--- config.mk ---
export PLATFORM = sky130hd
export DESIGN_NAME = serial_mag_cmp
export DESIGN_NICKNAME = d
export VERILOG_FILES = /design/src/rtl/serial_mag_cmp_pkg.sv /design/src/rtl/serial_mag_cmp_next.sv /design/src/rtl/serial_mag_cmp_verdict.sv /design/src/rtl/serial_mag_cmp.sv
export SDC_FILE = /design/constraint.sdc
export NUM_CORES = 1
export LEC_CHECK = 0
export BUFFER_PORTS_ARGS = -buffer_cell sky130_fd_sc_hd__buf_2
export CAP_MARGIN = 20
export CORE_AREA = 2 2 39 41
export CTS_CLUSTER_SIZE = 8
export DETAILED_ROUTE_END_ITERATION = 16
export DIE_AREA = 0 0 41 43
export GPL_TIMING_DRIVEN = 0
export PLACE_DENSITY = 0.3
export SLEW_MARGIN = 5
export SYNTH_ARGS = -nofsm -noshare
export SYNTH_HDL_FRONTEND = slang
export SYNTH_SLANG_ARGS = --single-unit
--- constraint.sdc ---
create_clock -name clk -period 1.2 [get_ports clk]
set_input_delay 0.24 -clock clk [delete_from_list [all_inputs] [get_ports clk]]
set_output_delay 0.24 -clock clk [all_outputs]
set_load 0.005 [all_outputs]
--- src/rtl/serial_mag_cmp_pkg.sv ---
package serial_mag_cmp_pkg;
    localparam int STATE_W = 2;

    typedef enum logic [STATE_W-1:0] {
        ST_UNDECIDED = 2'd0,
        ST_A_GT      = 2'd1,
        ST_A_LT      = 2'd2
    } cmp_state_t;
endpackage

--- src/rtl/serial_mag_cmp_next.sv ---
module serial_mag_cmp_next
    import serial_mag_cmp_pkg::*;
(
    input  cmp_state_t cur_state,
    input  logic       bit_a,
    input  logic       bit_b,
    output cmp_state_t nxt_state
);
    always_comb begin
        nxt_state = cur_state;
        unique case (cur_state)
            ST_UNDECIDED: begin
                if (bit_a && !bit_b)
                    nxt_state = ST_A_GT;
                else if (!bit_a && bit_b)
                    nxt_state = ST_A_LT;
            end
            ST_A_GT: nxt_state = ST_A_GT;
            ST_A_LT: nxt_state = ST_A_LT;
            default: nxt_state = ST_UNDECIDED;
        endcase
    end
endmodule

--- src/rtl/serial_mag_cmp_verdict.sv ---
module serial_mag_cmp_verdict
    import serial_mag_cmp_pkg::*;
(
    input  cmp_state_t cur_state,
    input  logic       rst,
    input  logic       bit_a,
    input  logic       bit_b,
    output logic       a_gt,
    output logic       a_lt
);
    always_comb begin
        a_gt = 1'b0;
        a_lt = 1'b0;
        if (!rst) begin
            unique case (cur_state)
                ST_UNDECIDED: begin
                    a_gt = bit_a && !bit_b;
                    a_lt = !bit_a && bit_b;
                end
                ST_A_GT: a_gt = 1'b1;
                ST_A_LT: a_lt = 1'b1;
                default: begin
                    a_gt = 1'b0;
                    a_lt = 1'b0;
                end
            endcase
        end
    end
endmodule

--- src/rtl/serial_mag_cmp.sv ---
module serial_mag_cmp
    import serial_mag_cmp_pkg::*;
(
    input  logic clk,
    input  logic rst,
    input  logic bit_a,
    input  logic bit_b,
    output logic a_gt,
    output logic a_lt
);
    cmp_state_t state_q;
    cmp_state_t state_d;

    serial_mag_cmp_next u_next (
        .cur_state (state_q),
        .bit_a     (bit_a),
        .bit_b     (bit_b),
        .nxt_state (state_d)
    );

    always_ff @(posedge clk) begin
        if (rst)
            state_q <= ST_UNDECIDED;
        else
            state_q <= state_d;
    end

    serial_mag_cmp_verdict u_verdict (
        .cur_state (state_q),
        .rst       (rst),
        .bit_a     (bit_a),
        .bit_b     (bit_b),
        .a_gt      (a_gt),
        .a_lt      (a_lt)
    );
endmodule

==> impl_metrics.ini, run 1 <==
[status]
status = finished clean

[sta]
holdWs_ns = 0.2957
setup_violations = 0
setup_tns_ns = 0
finalHoldViolCount = 0
min_period_ns = 1.137
tightest_slew_ns = 0.1603
grt_setup_unrepaired = no
fin_skew_ns = 0.004922
post-route-period-util = 0.9478
layout_setup_ws_ns = 0.06263
slew-limit-headroom = 0.8929
drv_slew = 0
max_freq_ghz = 0.8792

[critical_path]
path_class = flop to primary output
worstSetupStartpoint = state_q[0]$_SDFFE_PP0P_
r2r-start = state_q[0]$_SDFFE_PP0P_
start_kind = flop
critPathArrivalTime_ns = 0.90
r2r-end = state_q[1]$_SDFFE_PP0P_
end_kind = primary output
ff2ff_setup_slack_ns = 0.58
rr_worst_depth = 2
critical_path_required_ns = 0.96
cp_max_fo = 3

[worst_hold_path]
holdPathStages = 3
min_path_type = input pin to flop
holdPathEnd = state_q[1]$_SDFFE_PP0P_
hp-start = rst

[final_layout]
utilization = 0.1157
largest_reg_flops = 2
area_growth_pct = 77.78
regArea_um2 = 40.04
drive_gt1_frac = 0.5000
diodes = 0
largestRegisters = state_q x2
regMostFlops = state_q
fillers = 153
final_nets = 24
mostFrequentLayoutCells = buf_2 (5), o21a_1 (4), clkbuf_4 (3), nor2b_1 (2), dfxtp_1 (2)
multi_input_area_um2 = 52.55
layout_commonest_cell = buf_2

[routing]
dr.first_iter.drc_count = 1
ant_nets = 0
drt_wl_total_um = 228
route.vias.total = 105
via_per_inst = 3.088
drc = 0
routedWlPerCell_um = 6.706
first_pass_iters = 2

[placement]
pre_cts_ws_ns = 0.1955
io_buffers = 5

[synthesis]
syn_inst = 10
synth_xor_area_frac = 0
synth_top_area_cell = dfxtp_1
synth_area_leaders = dfxtp_1 (44%), o21a_1 (33%), nor2b_1 (14%), nor2_1 (8.3%)
netlist.area_leader.share = 0.4444
synth_fa_ha_area_frac = 0
synth.net_count = 14
synthesis.area_um2 = 90.09
synth_cell_types = 4
synth-seq-cells = 2
synth-seq-area-share = 0.4444
synth_top_family_by_area = compound AO/OA/AOI/OAI gates
yosysWarnings = 0
synth_mux_area_frac = 0
syn_area_per_cell_um2 = 9.009
synth_compound_area_frac = 0.3333
synth-simple-area-share = 0.2222

[power_and_ir_drop]
powerDensity_nw_per_um2 = 1555
power.leakage_nw = 0.07019
ir_drop_mv = 0.4185

[die]
fp-row-count = 14
die_area_um2 = 1763
initial_core_util = 0.06510
die_h_um = 43
fp.dieW_um = 41
ioPinCount = 6
coreArea_um2 = 1384

[global_route]
grt_usage = 0.03607
grt_overflow = 0
grt_pass1_vias = 103
grt_pass1_wl_um = 365
antenna_found_initial = 0
grt_start_max_net_pins = 4

[clock_tree]
clock-root-buffer = clkbuf_4
clock_latency_ns = 0.22
cts_tree = built
cts_setup_buffers = 0
htreeDepth = 1
clockBufferDepth = 2
cts.sinks = 2
cts_buffers = 3
cts.clk_slew.worst_paths_ns = 0.03

[run]
cap_viol_max_count = 0
-- stage by stage --
| step | power, mW | cell area [um2] | instances |
|---|---|---|---|
| after floorplan | 0.08988 | 90.09 | 10 |
| after global placement | 0.1002 | 135.1 | 31 |
| after detailed placement | 0.1023 | 135.1 | 31 |
| after CTS | 0.2596 | 157.7 | 34 |
| after global routing | 0.2730 | 160.2 | 34 |
| final | 0.2490 | 160.2 | 34 |
-- power breakdown --
group | internal, mW | total, mW | switching (mW)
Clock | 0.110 | 0.147 | 0.0364
Sequential | 0.0719 | 0.0756 | 0.00370
Combinational | 0.0156 | 0.0269 | 0.0113
-- worst max-delay path: stages, from the launching register on --
cell and delay, ns:
dfxtp_1 0.31, nor2_1 0.13, o21a_1 0.13, buf_2 0.10
-- per-layer routing --
layer  GRT usage  routed length [um]
met1     0.02875                 106
met2     0.04688                 105
met3     0.03141                  16
met4     0.04000                   0
met5           0                   0
-- how the worst max path moves through the flow --
stage	endpoint	cells past startpoint	slack [ns]
floorplan	a_gt	2	0.40
global placement	a_gt	4	0.22
detailed placement	a_lt	4	0.20
CTS	a_gt	3	0.03
global route	a_lt	3	0.008
finish	a_lt	3	0.06
-- cells by family after synthesis --
kind of cell and count (synthesis):
flip-flops 2, AO/OA/AOI/OAI 4, AND/OR/NAND/NOR 4
-- layout make-up --
class / count / share of cell area
Tap cell: 16 / 0.1250
Timing Repair Buffer: 5 / 0.1562
Clock buffer: 3 / 0.1406
Multi-Input combinational cell: 8 / 0.3281
Sequential cell: 2 / 0.2500
-- synthesized netlist by cell type --
cell and instances:
o21a_1 4, dfxtp_1 2, nor2_1 2, nor2b_1 2
-- timing repair --
action	4_1_cts	5_1_grt
hold buffers	0	0
setup endpoints to repair	0	1
resized for setup	0	1
Note: power is estimated with default switching activity, not from simulation.
==> run 2, diff against run 1 <==
Clock period 1.2 ns to 1.4 ns, I/O delays scaled along.
==> run 2 against run 1 <==
  * Die area did not move
  * Register-to-register slack better by 0.17 ns
  * First-iteration DRC count unchanged
  * Cell area is 1.6% lower
  * Via count did not move
  * Setup slack improved by 0.15 ns
  * Count of clock-buffer cells in the layout stayed put
  * Sequential share of layout area grew 0.40 points
  * Critical endpoint is now a_gt
==> impl_metrics.ini, run 2 (synthesis results as in run 1) <==
[power_and_ir_drop]
powerDensity_nw_per_um2 = 1347
p_seq_frac = 0.304
swShare = 0.2046
ir_drop_mv = 0.3571
switching_power_mw = 0.04344
comb_power_share = 0.105
power.internal_mw = 0.1689
power.leakage_nw = 0.07057
pwr-share-clk = 0.591

[worst_hold_path]
min_path_type = input pin to flop
holdPathStages = 3

[final_layout]
drive_gt1_frac = 0.4444
diodes = 0
area_growth_pct = 75.00
regMostFlops = state_q
mostFrequentLayoutCells = buf_2 (5), o21a_1 (4), clkbuf_4 (3)
final_nets = 24
largestRegisters = state_q x2
layout_commonest_cell = buf_2
utilization = 0.1139
largest_reg_flops = 2

[critical_path]
critPathBufInv = 1
critPathTopFamily = flip-flops
start_kind = flop
cp_max_fo = 3
rr_worst_depth = 2
r2r-end = state_q[0]$_SDFFE_PP0P_
path_class = flop to primary output
r2r-start = state_q[1]$_SDFFE_PP0P_
endpoint = a_gt
crit_chain = nor2_1 > o21a_1 > buf_2
critical_path_required_ns = 1.12
worstSetupStartpoint = state_q[1]$_SDFFE_PP0P_
end_kind = primary output
critPathArrivalTime_ns = 0.91
cpMaxStageDelayCell = dfxtp_1
slowest_delay_ns = 0.31
worst-path-stages = 3
ff2ff_setup_slack_ns = 0.75

[global_route]
grt_start_max_net_pins = 4
antenna_found_initial = 0
grt_usage = 0.03607
grt_pass1_vias = 103
grt_pass1_wl_um = 365
grt_overflow = 0

[routing]
drt_wl_total_um = 228
wl_met1_um = 106
routedWlPerCell_um = 6.706
wl_met2_um = 105
met3WireLength_um = 16
drc = 0
ant_nets = 0
via_per_inst = 3.088
first_pass_iters = 2
dr.first_iter.drc_count = 1
route.vias.total = 105
top_layer = met3

[die]
initial_core_util = 0.06510
coreArea_um2 = 1384
ioPinCount = 6
die_h_um = 43
die_area_um2 = 1763
fp.dieW_um = 41
fp-row-count = 14

[clock_tree]
ctsResizeCount = 0
clock-root-buffer = clkbuf_4
cts_tree = built
postCtsHoldBufs = 0
clock_latency_ns = 0.22
cts_setup_buffers = 0
htreeDepth = 1
cts_buffers = 3
cts.clk_slew.worst_paths_ns = 0.03
clockBufferDepth = 2
cts.sinks = 2

[sta]
setup_violations = 0
post-route-period-util = 0.8513
setup_tns_ns = 0
slew-limit-headroom = 0.8929
tightest_slew_ns = 0.1603
grt_setup_unrepaired = no
max_freq_ghz = 0.8391
drv_slew = 0
min_period_ns = 1.192
fin_skew_ns = 0.004922
finalHoldViolCount = 0

[status]
status = finished clean

[run]
cap_viol_max_count = 0

[placement]
io_buffers = 5
[run 2: worst min path at each step]
stage	from	end	slack, ns
after floorplan	rst	state_q[0]$_SDFFE_PP0P_	0.44
after global placement	state_q[1]$_SDFFE_PP0P_	state_q[1]$_SDFFE_PP0P_	0.47
after detailed placement	state_q[1]$_SDFFE_PP0P_	state_q[1]$_SDFFE_PP0P_	0.49
after CTS	rst	state_q[1]$_SDFFE_PP0P_	0.32
after global routing	rst	state_q[1]$_SDFFE_PP0P_	0.34
final	rst	state_q[1]$_SDFFE_PP0P_	0.32
[run 2: area by class of cell]
| class | count | area (um2) |
|---|---|---|
| Tap cell | 16 | 20.02 |
| Clock buffer | 3 | 22.52 |
| Fill cell | 154 | 1226 |
| Sequential cell | 2 | 40.04 |
| Timing Repair Buffer | 5 | 25.02 |
| Multi-Input combinational cell | 8 | 50.05 |
[run 2: tightest hold or removal path, cell delays in order]
cell	delay, ns
buf_2	0.09
nor2_1	0.04
o21a_1	0.09
[run 2: routing by layer]
metal  track usage  up-vias
li1              -       50
met1       0.02875       47
met2       0.04688        8
met3       0.03141        0
met4       0.04000        0
met5             0        -
[run 2: per-stage QoR]
step	hold slack (ns)	instance area, um2	total power [mW]	std cells	worst slack (ns)
5_1_grt	0.3352	157.7	0.2330	34	0.1223
6_report	0.3243	157.7	0.2123	34	0.2082
2_1_floorplan	0.4437	90.09	0.07704	10	0.5527
3_3_place_gp	0.4720	135.1	0.08591	31	0.3401
4_1_cts	0.3159	157.7	0.2225	34	0.1894
3_5_place_dp	0.4921	135.1	0.08765	31	0.3155
[run 2: power by group through the flow]
stage	Combinational (mW)	Sequential, mW	Clock, mW
CTS	0.0226	0.0645	0.135
global placement	0.0211	0.0648	0
global route	0.0252	0.0650	0.143
detailed placement	0.0224	0.0652	0
floorplan	0.0125	0.0646	0
finish	0.0223	0.0645	0.126
